[src/rtl/legacyHdrPkg.sv]
package legacyHdrPkg;
  localparam int OFS_DEVFEAT = 0;
  localparam int OFS_GSTFEAT = 4;
  localparam int OFS_QPFN    = 8;
  localparam int OFS_QSIZE   = 12;
  localparam int OFS_QSEL    = 14;
  localparam int OFS_NOTIFY  = 16;
  localparam int OFS_STATUS  = 18;
  localparam int OFS_ISR     = 19;
  localparam int OFS_CFGVEC  = 20;
  localparam int OFS_QVEC    = 22;
  localparam int DEV_BASE_PLAIN = 20;
  localparam int DEV_BASE_MSIX  = 24;
  localparam int PAGE_SHIFT = 12;

  localparam logic [1:0] SZ_B = 2'd0;
  localparam logic [1:0] SZ_H = 2'd1;
  localparam logic [1:0] SZ_W = 2'd2;

  typedef enum logic [3:0] {
    FLD_NONE, FLD_DEVFEAT, FLD_GSTFEAT, FLD_QPFN, FLD_QSIZE, FLD_QSEL,
    FLD_NOTIFY, FLD_STATUS, FLD_ISR, FLD_CFGVEC, FLD_QVEC, FLD_DEV
  } fld_e;

  typedef struct packed {
    logic wrGstFeat;
    logic wrQPfn;
    logic wrQSel;
    logic wrNotify;
    logic wrStatus;
    logic wrCfgVec;
    logic wrQVec;
    logic clrIsr;
    logic rdEn;
    fld_e rdFld;
  } strobe_t;
endpackage

[src/rtl/legacyHdrCtrl.sv]
module legacyHdrCtrl
  import legacyHdrPkg::*;
#(
  parameter int AW = 8
) (
  input  logic          msixEn,
  input  logic [AW-1:0] busAddr,
  input  logic [1:0]    busSize,
  input  logic          busWr,
  input  logic          busRd,
  output strobe_t       stb,
  output logic          devSel,
  output logic [AW-1:0] devOffset
);
  logic [AW-1:0] devBase;
  fld_e fld;

  assign devBase = msixEn ? AW'(DEV_BASE_MSIX) : AW'(DEV_BASE_PLAIN);

  always_comb begin
    devSel    = (busRd || busWr) && (busAddr >= devBase);
    devOffset = devSel ? (busAddr - devBase) : '0;
    fld       = FLD_NONE;
    if (devSel) begin
      fld = FLD_DEV;
    end else begin
      case (busAddr)
        AW'(OFS_DEVFEAT): if (busSize == SZ_W) fld = FLD_DEVFEAT;
        AW'(OFS_GSTFEAT): if (busSize == SZ_W) fld = FLD_GSTFEAT;
        AW'(OFS_QPFN):    if (busSize == SZ_W) fld = FLD_QPFN;
        AW'(OFS_QSIZE):   if (busSize == SZ_H) fld = FLD_QSIZE;
        AW'(OFS_QSEL):    if (busSize == SZ_H) fld = FLD_QSEL;
        AW'(OFS_NOTIFY):  if (busSize == SZ_H) fld = FLD_NOTIFY;
        AW'(OFS_STATUS):  if (busSize == SZ_B) fld = FLD_STATUS;
        AW'(OFS_ISR):     if (busSize == SZ_B && !msixEn) fld = FLD_ISR;
        AW'(OFS_CFGVEC):  if (busSize == SZ_H && msixEn) fld = FLD_CFGVEC;
        AW'(OFS_QVEC):    if (busSize == SZ_H && msixEn) fld = FLD_QVEC;
        default:          fld = FLD_NONE;
      endcase
    end
  end

  always_comb begin
    stb           = '0;
    stb.rdEn      = busRd;
    stb.rdFld     = (busRd && fld != FLD_NOTIFY) ? fld : FLD_NONE;
    stb.wrGstFeat = busWr && fld == FLD_GSTFEAT;
    stb.wrQPfn    = busWr && fld == FLD_QPFN;
    stb.wrQSel    = busWr && fld == FLD_QSEL;
    stb.wrNotify  = busWr && fld == FLD_NOTIFY;
    stb.wrStatus  = busWr && fld == FLD_STATUS;
    stb.wrCfgVec  = busWr && fld == FLD_CFGVEC;
    stb.wrQVec    = busWr && fld == FLD_QVEC;
    stb.clrIsr    = busRd && fld == FLD_ISR;
  end
endmodule

[src/rtl/legacyHdrRegs.sv]
module legacyHdrRegs
  import legacyHdrPkg::*;
#(
  parameter int NUM_QUEUES = 4,
  parameter int QUEUE_MAX  = 256
) (
  input  logic                    clk,
  input  logic                    rstN,
  input  strobe_t                 stb,
  input  logic [31:0]             busWdata,
  input  logic [31:0]             devFeatures,
  input  logic [7:0]              irqSet,
  input  logic [31:0]             devRdata,
  output logic [31:0]             busRdata,
  output logic [31:0]             gstFeatures,
  output logic [7:0]              devStatus,
  output logic [15:0]             cfgVector,
  output logic [NUM_QUEUES*44-1:0] queueBase,
  output logic [NUM_QUEUES*16-1:0] queueVectors,
  output logic                    notifyValid,
  output logic [15:0]             notifyQueue
);
  localparam int QW  = (NUM_QUEUES > 1) ? $clog2(NUM_QUEUES) : 1;
  localparam int QBW = 32 + PAGE_SHIFT;

  logic [15:0] qSel;
  logic        qHit;
  logic [QW-1:0] qIdx;
  logic [31:0] pfnQ [NUM_QUEUES];
  logic [15:0] qVecQ [NUM_QUEUES];
  logic [7:0]  isrQ;
  logic [31:0] rdMux;

  assign qHit = qSel < 16'(NUM_QUEUES);
  assign qIdx = qSel[QW-1:0];

  for (genvar g = 0; g < NUM_QUEUES; g++) begin : gQueue
    always_ff @(posedge clk) begin
      if (!rstN) begin
        pfnQ[g]  <= '0;
        qVecQ[g] <= '0;
      end else if (qHit && qIdx == QW'(g)) begin
        if (stb.wrQPfn) pfnQ[g]  <= busWdata;
        if (stb.wrQVec) qVecQ[g] <= busWdata[15:0];
      end
    end
    assign queueBase[g*QBW +: QBW]  = {pfnQ[g], {PAGE_SHIFT{1'b0}}};
    assign queueVectors[g*16 +: 16] = qVecQ[g];
  end

  always_ff @(posedge clk) begin
    if (!rstN) begin
      qSel        <= '0;
      gstFeatures <= '0;
      devStatus   <= '0;
      cfgVector   <= '0;
      isrQ        <= '0;
      notifyValid <= 1'b0;
      notifyQueue <= '0;
    end else begin
      if (stb.wrQSel)    qSel        <= busWdata[15:0];
      if (stb.wrGstFeat) gstFeatures <= busWdata;
      if (stb.wrStatus)  devStatus   <= busWdata[7:0];
      if (stb.wrCfgVec)  cfgVector   <= busWdata[15:0];
      isrQ        <= (stb.clrIsr ? 8'h00 : isrQ) | irqSet;
      notifyValid <= stb.wrNotify;
      if (stb.wrNotify)  notifyQueue <= busWdata[15:0];
    end
  end

  always_comb begin
    case (stb.rdFld)
      FLD_DEVFEAT: rdMux = devFeatures;
      FLD_GSTFEAT: rdMux = gstFeatures;
      FLD_QPFN:    rdMux = qHit ? pfnQ[qIdx] : '0;
      FLD_QSIZE:   rdMux = qHit ? 32'(QUEUE_MAX) : '0;
      FLD_QSEL:    rdMux = {16'h0, qSel};
      FLD_STATUS:  rdMux = {24'h0, devStatus};
      FLD_ISR:     rdMux = {24'h0, isrQ};
      FLD_CFGVEC:  rdMux = {16'h0, cfgVector};
      FLD_QVEC:    rdMux = qHit ? {16'h0, qVecQ[qIdx]} : '0;
      FLD_DEV:     rdMux = devRdata;
      default:     rdMux = '0;
    endcase
  end

  always_ff @(posedge clk) begin
    if (!rstN)         busRdata <= '0;
    else if (stb.rdEn) busRdata <= rdMux;
  end
endmodule

[src/rtl/legacyHdrDecoder.sv]
module legacyHdrDecoder
  import legacyHdrPkg::*;
#(
  parameter int AW         = 8,
  parameter int NUM_QUEUES = 4,
  parameter int QUEUE_MAX  = 256
) (
  input  logic                     clk,
  input  logic                     rstN,
  input  logic                     msixEn,
  input  logic [AW-1:0]            busAddr,
  input  logic [1:0]               busSize,
  input  logic                     busWr,
  input  logic                     busRd,
  input  logic [31:0]              busWdata,
  output logic [31:0]              busRdata,
  input  logic [31:0]              devFeatures,
  output logic [63:0]              ackFeatures,
  input  logic [7:0]               irqSet,
  output logic [7:0]               devStatus,
  output logic [15:0]              cfgVector,
  output logic [NUM_QUEUES*44-1:0] queueBase,
  output logic [NUM_QUEUES*16-1:0] queueVectors,
  output logic                     notifyValid,
  output logic [15:0]              notifyQueue,
  output logic                     devSel,
  output logic                     devWr,
  output logic                     devRd,
  output logic [AW-1:0]            devOffset,
  input  logic [31:0]              devRdata
);
  strobe_t     stb;
  logic [31:0] gstFeatures;

  legacyHdrCtrl #(.AW(AW)) uCtrl (
    .msixEn(msixEn), .busAddr(busAddr), .busSize(busSize),
    .busWr(busWr), .busRd(busRd),
    .stb(stb), .devSel(devSel), .devOffset(devOffset)
  );

  legacyHdrRegs #(.NUM_QUEUES(NUM_QUEUES), .QUEUE_MAX(QUEUE_MAX)) uRegs (
    .clk(clk), .rstN(rstN), .stb(stb), .busWdata(busWdata),
    .devFeatures(devFeatures), .irqSet(irqSet), .devRdata(devRdata),
    .busRdata(busRdata), .gstFeatures(gstFeatures), .devStatus(devStatus),
    .cfgVector(cfgVector), .queueBase(queueBase), .queueVectors(queueVectors),
    .notifyValid(notifyValid), .notifyQueue(notifyQueue)
  );

  assign ackFeatures = {32'h0, gstFeatures};
  assign devWr       = devSel && busWr;
  assign devRd       = devSel && busRd;
endmodule

[config.mk]
export PLATFORM = sky130hd
export DESIGN_NAME = legacyHdrDecoder
export DESIGN_NICKNAME = d
export VERILOG_FILES = /design/src/rtl/legacyHdrPkg.sv /design/src/rtl/legacyHdrCtrl.sv /design/src/rtl/legacyHdrRegs.sv /design/src/rtl/legacyHdrDecoder.sv
export SDC_FILE = /design/constraint.sdc
export NUM_CORES = 1
export LEC_CHECK = 0
export ABC_AREA = 1
export BUFFER_PORTS_ARGS = -buffer_cell sky130_fd_sc_hd__clkbuf_2
export CAP_MARGIN = 10
export CORE_AREA = 2 2 198 200
export CTS_BUF_LIST = sky130_fd_sc_hd__clkbuf_8
export CTS_CLUSTER_SIZE = 14
export DETAILED_ROUTE_END_ITERATION = 7
export DIE_AREA = 0 0 200 202
export PLACE_DENSITY = 0.68
export SLEW_MARGIN = 20
export SYNTH_ARGS = -nofsm -noshare
export SYNTH_HDL_FRONTEND = slang
export SYNTH_SLANG_ARGS = --single-unit
[constraint.sdc]
create_clock -name clk -period 7.7 [get_ports clk]
set_input_delay 0.77 -clock clk [delete_from_list [all_inputs] [get_ports clk]]
set_output_delay 0.77 -clock clk [all_outputs]
set_load 0.01 [all_outputs]
==> reports/metrics.yaml <==
die_x_um: 200
rr_startpoint: "uRegs.qSel[12]"
slew_violations: 0
max_cap_viol_count: 0
reg2regPathDepth: 8
dr.pass1.iters: 5
switching_share_pct: 26.5
drive_gt1_share_pct: 28.1
wire_per_inst_um: 22.4
grt_pass1_vias: 13559
postCtsSetupBuffers: 0
drc_errors: 0
vias: 14508
io_pins: 507
max_slew.worst_pin.slew_ns: 0.945
finalWirelength_um: 61900
regToRegSetupSlack_ns: 4.28
synth_area_leaders: "edfxtp_1, dfxtp_1, nor2_1"
cts_tree: "yes"
async_flop_share_pct: 0
p_switching_mw: 1.05
holdWs_ns: 0.345
area_growth_pct: 21.1
wl_met2_um: 30300
dp_hpwl_um: 44900
grt_pass1_wl_um: 87000
drtAntennaViolNets: 0
p_int_mw: 2.92
via_per_inst: 5.26
top_layer: "met5"
clk_latency_ns: 0.66
end_kind: "flop"
synth_edf_count: 192
min_from: "irqSet[5]"
fmax_mhz: 260
hold-path-endpoint: "uRegs.isrQ[5]"
seqPwrFrac_pct: 48.4
min_period_over_period_pct: 50.0
synth_common_cells: "nor2_1, nand2_1, edfxtp_1, o21ai_0, a21oi_1"
tns_ns: 0
synth_top_area_share_pct: 37.3
slew_headroom_pct: 36.8
critPathKind: "input port to flop"
n_fill_cell: 3770
holdPathStages: 3
cts_buffers: 54
crit_path_start_kind: "input port"
num_rows: 72
power_leakage_nw: 8.70
dieHeight_um: 202
clockPowerShare_pct: 42.5
cp_data_required_time_ns: 7.98
grt_overflow: 0
rsz0062_at_grt: "no"
clock-root-buffer: "clkbuf_8"
setup_slack_ns: 3.85
syn_area_mm2: 0.0155
cp_max_fo: 16
cts.sinks: 323
power_density_mw_per_mm2: 212
clk_pin_slew_ns: 0.06
drtIter0Drc: 1280
yosysUniqueCellTypes: 38
wl_met3_um: 5770
arrival_ns: 4.14
r2r-end: "uRegs.pfnQ[3][20]"
grt_use_total_pct: 29.7
syn_area_per_cell_um2: 8.53
yosysWarnings: 0
synthCells: 1814
finalSetupViolations: 0
yosys_most_used_dff: "edfxtp_1"
initial_core_util_pct: 40.4
critPathLaunch: "msixEn"
hold_violations: 0
cts_hold_buf: 0
synth-seq-cells: 323
power_frac_comb_pct: 9.1
htreeDepth: 2
portBuffers: 426
ir_drop_mv: 0.143
period_needed_ns: 3.85
clockBufferDepth: 3
hold_path_class: "input port to flop"
yosysMostFrequentCell: "nor2_1"
clock_skew_ns: 0.0391
gp_congestion: 0.964
coreArea_mm2: 0.0383
dieArea_mm2: 0.0404
seq_area_frac_synth_pct: 54.2
antenna_found_initial: 7
ctsResizeCount: 0
m1WireLength_um: 22300
yosys.area.top_type: "edfxtp_1"
grt_start_max_net_pins: 93
nets: 2315
dp_worst_setup_slack_ns: 3.19
outcome: "finished clean"
through the flow:
stage / utilization [%] / std cells / instance area [µm²] / power, mW
after floorplan: - / 1893 / 15800 / 2.16
after global placement: 45.8 / 2655 / 17500 / 2.31
after detailed placement: 45.8 / 2655 / 17500 / 2.32
after CTS: 48.9 / 2755 / 18700 / 3.99
after global routing: 49.0 / 2759 / 18700 / 4.10
final: 49.0 / 2759 / 18700 / 3.98
layer usage:
layer  GRT usage [%]  up-vias
met5               0        -
met4            16.8        6
met3            6.74      149
met2            50.4      889
met1            34.4     6832
li1                -     6632
registers in the layout (all words and copies together), names as in the netlist, named ones only:
register	flops
uRegs.qVecQ	64
uRegs.qSel	16
uRegs.isrQ	8
uRegs.notifyValid	1
uRegs.pfnQ	128
uRegs.cfgVector	16
uRegs.notifyQueue	16
uRegs.gstFeatures	32
uRegs.busRdata	32
uRegs.devStatus	8
cells by family after synthesis:
family	count (synthesis)	share of synthesized area, %
AOI/OAI and AO/OA	365	12.1
xor gates and xnor gates	2	0.113
adders and majority gates	3	0.291
buffers and inverters	301	9.92
DFF	323	54.2
other	1	0.0242
and+or+nand+nor	819	23.4
worst max-delay path, stage by stage:
cell and delay (ns):
clkbuf_2 0.14, inv_1 0.19, ha_1 0.18, inv_1 0.06, fa_1 0.41, nand2_1 0.10, nand3_1 0.13, o21bai_2 0.60
nand2_4 0.17, nor2_2 0.38, nand2_1 0.16, inv_2 0.16, nand2_1 0.06, nand2_1 0.60
worst max-delay path by stage:
stage / to / slack [ns] / cells after the start
after floorplan: uRegs.qVecQ[0][0] / 3.75 / 12
after global routing: uRegs.notifyQueue[14] / 3.51 / 14
final: uRegs.qVecQ[2][6] / 3.85 / 14
after CTS: devOffset[2] / 3.87 / 10
after global placement: uRegs.qVecQ[2][12] / 3.32 / 14
after detailed placement: uRegs.qVecQ[2][12] / 3.19 / 14
area by class of cell:
class	instances	area, µm²	share of cell area (%)
clock inverters	35	297	1.58
diodes	4	10.0	0.0534
well taps	518	648	3.46
clock buffers	65	895	4.77
flip-flops and latches	323	8390	44.8
inverters	104	390	2.08
repair buffers	441	2250	12.0
multi-input cells	1269	5860	31.3
power by group through the flow:
stage | logic [mW] | registers, mW | clock network [mW]
after floorplan | 0.190 | 1.97 | 0
after global placement | 0.356 | 1.96 | 0
after detailed placement | 0.358 | 1.96 | 0
after CTS | 0.360 | 1.92 | 1.71
after global routing | 0.390 | 1.93 | 1.78
final | 0.361 | 1.92 | 1.69
placed cells by master, fill, tap and decap left out, drive strengths merged, types with 4 or more instances in the layout:
cell type	instances
nand3	55
a21oi	147
bufinv	5
clkinv	14
dfxtp	131
o22ai	21
edfxtp	192
nand4	35
clkbuf	490
conb	80
nand2	268
diode	4
o21ai	193
buf	16
inv	119
nor2	447
nor3	6
Power figures use the tool's default switching activity.
